File: src/rtl/sdram_init_pkg.sv
package sdram_init_pkg;

    typedef enum logic [2:0] {
        S_WAIT, S_PRE, S_TRP, S_REF, S_TRFC, S_MRS, S_TMRD, S_DONE
    } init_state_e;

    typedef struct packed {
        logic cs_n;
        logic ras_n;
        logic cas_n;
        logic we_n;
    } sd_cmd_t;

    localparam sd_cmd_t CMD_NOP = '{cs_n: 1'b0, ras_n: 1'b1, cas_n: 1'b1, we_n: 1'b1};
    localparam sd_cmd_t CMD_PRE = '{cs_n: 1'b0, ras_n: 1'b0, cas_n: 1'b1, we_n: 1'b0};
    localparam sd_cmd_t CMD_REF = '{cs_n: 1'b0, ras_n: 1'b0, cas_n: 1'b0, we_n: 1'b1};
    localparam sd_cmd_t CMD_MRS = '{cs_n: 1'b0, ras_n: 1'b0, cas_n: 1'b0, we_n: 1'b0};

    // Burst length in words to the 3-bit mode field; 0 stands for full page.
    function automatic logic [2:0] burst_code(int unsigned len);
        case (len)
            1:       return 3'd0;
            2:       return 3'd1;
            4:       return 3'd2;
            8:       return 3'd3;
            default: return 3'd7;
        endcase
    endfunction

    // Whole clock cycles covering a time span, rounded up.
    function automatic int unsigned ceil_cycles(longint unsigned span_ns,
                                                longint unsigned clk_khz);
        return int'((span_ns * clk_khz + 64'd999999) / 64'd1000000);
    endfunction

    function automatic int unsigned max4(int unsigned a, int unsigned b,
                                         int unsigned c, int unsigned d);
        int unsigned m;
        m = a;
        if (b > m) m = b;
        if (c > m) m = c;
        if (d > m) m = d;
        return m;
    endfunction

endpackage

File: src/rtl/sdram_init_timer.sv
module sdram_init_timer #(
    parameter int unsigned CNT_W = 16
) (
    input  logic             clk,
    input  logic             rst_n,
    input  logic             clr,
    output logic [CNT_W-1:0] cnt
);
    logic [CNT_W-1:0] cnt_d, cnt_q;

    always_comb begin
        cnt_d = cnt_q;
        if (clr)
            cnt_d = '0;
        else if (cnt_q != '1)
            cnt_d = cnt_q + 1'b1;
    end

    always_ff @(posedge clk) begin
        if (!rst_n) cnt_q <= '0;
        else        cnt_q <= cnt_d;
    end

    assign cnt = cnt_q;
endmodule

File: src/rtl/sdram_init_encode.sv
module sdram_init_encode
    import sdram_init_pkg::*;
#(
    parameter int unsigned ADDR_W           = 9,
    parameter int unsigned BA_W             = 1,
    parameter int unsigned AP_BIT           = 8,
    parameter int unsigned BURST_LEN        = 4,
    parameter int unsigned BURST_INTERLEAVE = 0,
    parameter int unsigned CAS_LAT          = 3
) (
    input  init_state_e       state,
    output sd_cmd_t           cmd,
    output logic [ADDR_W-1:0] addr,
    output logic [BA_W-1:0]   ba,
    output logic              done
);
    localparam logic [2:0] BL_CODE = burst_code(BURST_LEN);
    localparam logic [2:0] CL_CODE = 3'(CAS_LAT);

    logic [ADDR_W-1:0] mode_img;
    logic [ADDR_W-1:0] pre_img;

    for (genvar i = 0; i < ADDR_W; i++) begin : g_img
        if (i < 3) begin : g_bl
            assign mode_img[i] = BL_CODE[i];
        end else if (i == 3) begin : g_bt
            assign mode_img[i] = 1'(BURST_INTERLEAVE);
        end else if (i < 7) begin : g_cl
            assign mode_img[i] = CL_CODE[i-4];
        end else begin : g_zero
            assign mode_img[i] = 1'b0;
        end
        assign pre_img[i] = (i == AP_BIT);
    end

    always_comb begin
        cmd  = CMD_NOP;
        addr = '0;
        ba   = '0;
        done = 1'b0;
        case (state)
            S_PRE: begin
                cmd  = CMD_PRE;
                addr = pre_img;
            end
            S_REF:  cmd = CMD_REF;
            S_MRS: begin
                cmd  = CMD_MRS;
                addr = mode_img;
            end
            S_DONE: done = 1'b1;
            default: ;
        endcase
    end
endmodule

File: src/rtl/sdram_init_seq.sv
module sdram_init_seq
    import sdram_init_pkg::*;
#(
    parameter int unsigned CLK_KHZ          = 125000,
    parameter int unsigned WAIT_NS          = 200000,
    parameter int unsigned REFRESH_COUNT    = 2,
    parameter int unsigned T_RP_CYC         = 3,
    parameter int unsigned T_RFC_CYC        = 9,
    parameter int unsigned T_MRD_CYC        = 2,
    parameter int unsigned MODE_FIRST       = 0,
    parameter int unsigned BURST_LEN        = 4,
    parameter int unsigned BURST_INTERLEAVE = 0,
    parameter int unsigned CAS_LAT          = 3,
    parameter int unsigned ADDR_W           = 9,
    parameter int unsigned BA_W             = 1,
    parameter int unsigned AP_BIT           = 8,
    parameter int unsigned DQM_W            = 2
) (
    input  logic              clk,
    input  logic              rst_n,
    output logic              sd_cke,
    output logic              sd_cs_n,
    output logic              sd_ras_n,
    output logic              sd_cas_n,
    output logic              sd_we_n,
    output logic [BA_W-1:0]   sd_ba,
    output logic [ADDR_W-1:0] sd_addr,
    output logic [DQM_W-1:0]  sd_dqm,
    output logic              init_done
);
    localparam int unsigned WAIT_CYC = ceil_cycles(longint'(WAIT_NS), longint'(CLK_KHZ));
    localparam int unsigned MAX_CYC  = max4(WAIT_CYC, T_RP_CYC, T_RFC_CYC, T_MRD_CYC);
    localparam int unsigned CNT_W    = $clog2(MAX_CYC + 1);
    localparam int unsigned REF_W    = $clog2(REFRESH_COUNT + 1);

    typedef struct packed {
        init_state_e      st;
        logic [REF_W-1:0] refs;
    } fsm_t;

    fsm_t             fsm_d, fsm_q;
    logic             tmr_clr;
    logic [CNT_W-1:0] tmr_cnt;
    sd_cmd_t          cmd;

    always_comb begin
        fsm_d = fsm_q;
        case (fsm_q.st)
            S_WAIT:
                if (tmr_cnt == CNT_W'(WAIT_CYC - 1)) fsm_d.st = S_PRE;
            S_PRE:
                fsm_d.st = S_TRP;
            S_TRP:
                if (tmr_cnt == CNT_W'(T_RP_CYC - 1))
                    fsm_d.st = (MODE_FIRST != 0) ? S_MRS : S_REF;
            S_REF: begin
                fsm_d.st   = S_TRFC;
                fsm_d.refs = fsm_q.refs + 1'b1;
            end
            S_TRFC:
                if (tmr_cnt == CNT_W'(T_RFC_CYC - 1)) begin
                    if (fsm_q.refs != REF_W'(REFRESH_COUNT))
                        fsm_d.st = S_REF;
                    else
                        fsm_d.st = (MODE_FIRST != 0) ? S_DONE : S_MRS;
                end
            S_MRS:
                fsm_d.st = (MODE_FIRST != 0) ? S_TMRD : S_DONE;
            S_TMRD:
                if (tmr_cnt == CNT_W'(T_MRD_CYC - 1)) fsm_d.st = S_REF;
            default:
                fsm_d.st = S_DONE;
        endcase
        tmr_clr = (fsm_d.st != fsm_q.st);
    end

    always_ff @(posedge clk) begin
        if (!rst_n) fsm_q <= '{st: S_WAIT, refs: '0};
        else        fsm_q <= fsm_d;
    end

    sdram_init_timer #(.CNT_W(CNT_W)) u_timer (
        .clk   (clk),
        .rst_n (rst_n),
        .clr   (tmr_clr),
        .cnt   (tmr_cnt)
    );

    sdram_init_encode #(
        .ADDR_W           (ADDR_W),
        .BA_W             (BA_W),
        .AP_BIT           (AP_BIT),
        .BURST_LEN        (BURST_LEN),
        .BURST_INTERLEAVE (BURST_INTERLEAVE),
        .CAS_LAT          (CAS_LAT)
    ) u_encode (
        .state (fsm_q.st),
        .cmd   (cmd),
        .addr  (sd_addr),
        .ba    (sd_ba),
        .done  (init_done)
    );

    assign sd_cs_n  = cmd.cs_n;
    assign sd_ras_n = cmd.ras_n;
    assign sd_cas_n = cmd.cas_n;
    assign sd_we_n  = cmd.we_n;
    assign sd_cke   = 1'b1;
    assign sd_dqm   = '1;
endmodule

File: config.mk
export PLATFORM = sky130hd
export DESIGN_NAME = sdram_init_seq
export DESIGN_NICKNAME = d
export VERILOG_FILES = /design/src/rtl/sdram_init_pkg.sv /design/src/rtl/sdram_init_timer.sv /design/src/rtl/sdram_init_encode.sv /design/src/rtl/sdram_init_seq.sv
export SDC_FILE = /design/constraint.sdc
export NUM_CORES = 1
export LEC_CHECK = 0
export ABC_AREA = 1
export BUFFER_PORTS_ARGS = -buffer_cell sky130_fd_sc_hd__clkbuf_2
export CORE_MARGIN = 3
export CORE_UTILIZATION = 55
export CTS_BUF_LIST = sky130_fd_sc_hd__clkbuf_2 sky130_fd_sc_hd__clkbuf_4 sky130_fd_sc_hd__clkbuf_8
export DETAILED_ROUTE_END_ITERATION = 10
export GPL_ROUTABILITY_DRIVEN = 0
export PLACE_DENSITY = 0.79
export SYNTH_ARGS = -nofsm -noshare
export SYNTH_HDL_FRONTEND = slang
export SYNTH_SLANG_ARGS = --single-unit
File: constraint.sdc
create_clock -name clk -period 3.1 [get_ports clk]
set_input_delay 0.465 -clock clk [delete_from_list [all_inputs] [get_ports clk]]
set_output_delay 0.465 -clock clk [all_outputs]
set_load 0.1 [all_outputs]
-- Yosys cells after proc, flatten, opt, wreduce, memory -nomap -nowiden
Cells that the tools add are included.
- register bits: 20
- logic and storage cells: 31
- output and inout bits: 18
- bits of input ports: 2
- equality and inequality tests: 14
- $add $sub $neg: 2
- bitwise gates (word level): 1
- reductions and logical operators: 2
- mux-type cells: 9
- operators with widths (operator ; number):
    3-bit case mux with 6 select lines ; 1
    9-bit case mux with 2 select lines ; 1
    15-bit by 1-bit adder with 15-bit output (second input constant) ; 1
    15-bit by 1-bit == test with 1-bit output (second input constant) ; 1
    15-bit == test (second input constant) ; 1
    15-bit by 2-bit == test with 1-bit output (second input constant) ; 1
    15-bit by 4-bit == test with 1-bit output (second input constant) ; 1
    3-bit two-way mux ; 5
    15-bit != test (second input constant) ; 1
    3-bit == test (second input constant) ; 4
    3-bit case mux with 3 select lines ; 1
    3-bit by 2-bit == test with 1-bit output (second input constant) ; 2
    3-bit by 1-bit == test with 1-bit output (second input constant) ; 1
    3-bit zero test ; 1
    3-bit != test ; 1
    2-bit by 1-bit adder with 2-bit output (second input constant) ; 1
    2-bit != test (second input constant) ; 1
    2-bit OR reduction ; 1
    1-bit two-way mux ; 1
    1-bit NOT ; 1

-- Depth between registers and ports, before layout
- word-level depth: 6
- gate-level depth with buffers: 12
- mapped depth without buffers: 11

-- Modules after synthesis
From an unflattened synthesis, not the netlist that was laid out.
- cells, all modules: 239
- area total of the unflattened synthesis: 1485.2 um2
- by module, submodules not included (module ; instances ; sequential area each (um2) ; cells an instance ; area an instance (um2)):
    sdram_init_timer ; 1 ; 300.3 ; 118 ; 827.0
    sdram_init_seq ; 1 ; 100.1 ; 100 ; 541.8
    sdram_init_encode ; 1 ; 0.0 ; 21 ; 116.4

-- Worst setup path after synthesis
OpenSTA, ideal clock, no wires.
- path kind: register to output
- start point: reg fsm_q[4] (netlist bit)
- end point: out sd_cas_n
- buffers on the path: 1
- data required time: 2.635 ns
- stages on the path, launching flop included: 5
- arrival: 2.881 ns
- path slack: -0.246 ns
- path through: dfxtp_1 -> buf_2 -> nand2_1 -> nor2_1 -> nor2_1
- word-level cells in the longest chain between the ends: 2
- elaborated cells on any way between the ends: 4
- classes of those cells: eq/ne (3); mux (1)
- RTL lines (item ; line ; text):
    from (decl) ; sdram_init_seq.sv:41 ; fsm_t fsm_d, fsm_q;
    from (signal assigned) ; sdram_init_seq.sv:78 ; if (!rst_n) fsm_q <= '{st: S_WAIT, refs: '0};
    from (signal assigned) ; sdram_init_seq.sv:79 ; else fsm_q <= fsm_d;
    3-bit == test (tied with other cells) ; sdram_init_encode.sv:41 ; case (state)
    3-bit case mux with 3 select lines * ; sdram_init_encode.sv:41 ;
    to (decl) ; sdram_init_seq.sv:24 ; output logic sd_cas_n,
Mark *: on every way between the ends. The rest lies on a longest branch, timed or not.

-- Final worst setup path
- start point: reg fsm_q[4] (netlist bit)
- end point: out sd_addr[5]
- word-level cells in the longest chain between the ends: 2
- elaborated cells on any way between the ends: 3
- classes of those cells: eq/ne (2); mux (1)
- RTL lines (item ; line ; text):
    3-bit == test / 3-bit by 1-bit == test with 1-bit output (equally long branches) ; sdram_init_encode.sv:41 ;
    9-bit case mux with 2 select lines * ; sdram_init_encode.sv:41 ;
    to (decl) ; sdram_init_seq.sv:27 ; output logic [ADDR_W-1:0] sd_addr,
Marked as above.

==> results.tsv <==
metric	value	unit
register area	400.4	um^2
Initial Utilization	59.14	%
most common cell after layout, fill and taps aside	nor2_1	
router iterations before antenna repair	4	
post-synthesis compound-gate area fraction	7.648	%
final WL	2704	um
fill count	243	
worst clock skew	2.188	ps
internal power	0.3159	mW
Comb power frac	17.3	%
share of cells above drive strength 1	20.18	%
multiplexer share of the synthesized area	0	%
Post-CTS Resized	0	
top cell type's share of synthesized area	26.60	%
chip height	58.32	um
slew of the pin with the lowest slew margin	608.7	ps
Reg2Reg Setup Slack	1210	ps
Post-Syn Area	1505	um^2
Multi-input gate area	919.6	um^2
Yosys reg bits	20	
number of I/O port buffers	9	
final instance area	1511	um^2
DIE AREA	3401	um^2
critical-path maximum fanout	9	
top cells by area, synth	dfxtp_1 27%, nor2_1 10%, nand2_1 8.0%	
post-synthesis cell count	219	
worst-case reg-to-reg path depth	7	
arrival time worst endpoint	1680	ps
largest net degree at the start of global routing	16	
Vias/cell	5.004	
fin nets	232	
Reg power frac	56.4	%
IR drop worst, VDD	258.7	uV
Root Driver	clkbuf_4	
Sink Count	20	
Layout area overhead	0.4156	%
Clk Latency, worst-skew pair	300	ps
Yosys cell types	30	
Post-DP HPWL	2130	um
deepest clock path buffer count	2	
switching power	0.1535	mW
crit end category	primary output	
CP startpoint kind	register	
WHS Path Cells	3	
register area share after synthesis	26.60	%
starting DRC count in detailed routing	33	
FF-to-FF End	u_timer.cnt[11]$_SDFFE_PP0P_	
status	completed	
Core ar.	2545	um^2
gr ovfl total	0	
adder-cell share of the synthesized area	4.156	%
Layout Utilization	59.39	%
Setup TNS	0	ps
CTS tree	yes	
Synth Area in Simple Gates	41.98	%
Post-CTS Hold Fix Bufs	0	
fmax	466.0	MHz
final setup violation count	0	
Num CTS Buffers	3	
Post-DP Area	1489	um^2
PD cells	310.6	nW/um^2
period utilization	69.23	%
critical setup path kind	register to primary output	
initial antenna violation count	0	
post-CTS setup buffer count	0	
hold endpoint	fsm_q[1]$_SDFFE_PN0P_	
post-route ant nets	0	
die width	58.32	um
Slew Limit Headroom	59.08	%
Std-Cell Rows	18	
Hold Fails Final Rpt	0	
Final Max Slew Viols	0	
Avg Cell Area, Syn	6.873	um^2
HP Class	input port to register	
Static Leak	0.6377	nW
yosys warns	0	
post-synth top area cell	dfxtp_1	
Sw Ratio	32.71	%
Post-Synth XOR/XNOR Area	4.655	%
worst endpoint required time	2630	ps
ANT cells	0	
GRT Total Usage	18.46	%
reg-to-reg startpoint	u_timer.cnt[1]$_SDFFE_PP0P_	
clock share of power	26.3	%
largest family of logic cells by synthesized area	simple AND/OR/NAND/NOR gates	
MaxCap Viol Count	0	
first-pass GRT wire length	4974	um
Ports	20	
Vias	1266	
Reg clk slew, reported paths	110	ps
drt wl/cell	10.69	um
most frequent cells in the layout	41 x nor2_1, 32 x nand2_1, 21 x inv_1	
vias in the first global route	1137	
post-layout min period	2146	ps
hold path start	rst_n	
# H-tree levels	1	
DRC	0	
RSZ-0062 raised after global routing	false	
-- area by class of cell --
type	instances	share of cell area (%)
multi-input cells	168	60.84
flip-flops and latches	20	26.49
clock buffers	3	1.490
inverters	23	5.712
repair buffers	9	2.980
well taps	30	2.483
-- power groups by stage --
stage | Combinational [mW] | Clock [mW] | Sequential (mW)
2_1_floorplan | 0.0897 | 0 | 0.269
3_3_place_gp | 0.0817 | 0 | 0.270
3_5_place_dp | 0.0815 | 0 | 0.271
4_1_cts | 0.0815 | 0.128 | 0.265
5_1_grt | 0.0886 | 0.137 | 0.266
6_report | 0.0814 | 0.123 | 0.265
-- cell usage after synthesis, drive strengths merged --
master,number
xor2,4
nand2,38
o21ai,7
ha,5
conb,2
nor3,4
nand3,17
nor2,58
inv,23
nand4,4
buf,16
a21oi,13
nand3b,1
xnor2,4
dfxtp,20
nor4,3
-- critical path: stages (launching register included) --
cell and delay (ps):
dfxtp_1 540, nand2_1 190, nor2_2 170, clkbuf_2 480
-- flip-flops by register name, indices dropped and copies added, names as in the netlist --
name / flops
u_timer.cnt: 15
fsm_q: 5
-- worst max path at each step --
stage	start	endpoint	slack [ps]	cells past startpoint
after floorplan	fsm_q[3]$_SDFF_PN0_	sd_addr[8]	90	3
after global placement	fsm_q[4]$_SDFF_PN0_	sd_addr[5]	1280	3
after detailed placement	u_timer.cnt[1]$_SDFFE_PP0P_	u_timer.cnt[13]$_SDFFE_PP0P_	1220	7
after CTS	fsm_q[4]$_SDFF_PN0_	sd_addr[1]	950	3
after global routing	fsm_q[4]$_SDFF_PN0_	sd_addr[1]	860	3
final	fsm_q[4]$_SDFF_PN0_	sd_addr[5]	950	3
-- cell families after synthesis --
| kind of cell | Yosys count |
|---|---|
| AOI/OAI and AO/OA | 20 |
| xor gates and xnor gates | 8 |
| other | 2 |
| and+or+nand+nor | 125 |
| DFF | 20 |
| adders and majority gates | 5 |
| buffers and inverters | 39 |
-- metal layers --
layer  vias to the layer above  global-route usage (%)  wire [um]
li1                        679                       -          -
met1                       546                   28.30       1345
met2                        35                   25.04       1159
met3                         6                   3.070        149
met4                         0                   7.947         50
met5                         -                       0          0
-- per-stage QoR --
stage	worst slack, ps	hold WS (ps)	cells	total power [mW]
2_1_floorplan	87.57	421.7	227	0.3591
3_3_place_gp	1280	432.3	250	0.3521
3_5_place_dp	1224	438.8	250	0.3521
4_1_cts	951.8	394.1	253	0.4743
5_1_grt	855.4	413.9	253	0.4912
6_report	954.0	406.7	253	0.4694
Note: power is estimated with default switching activity, not from simulation.
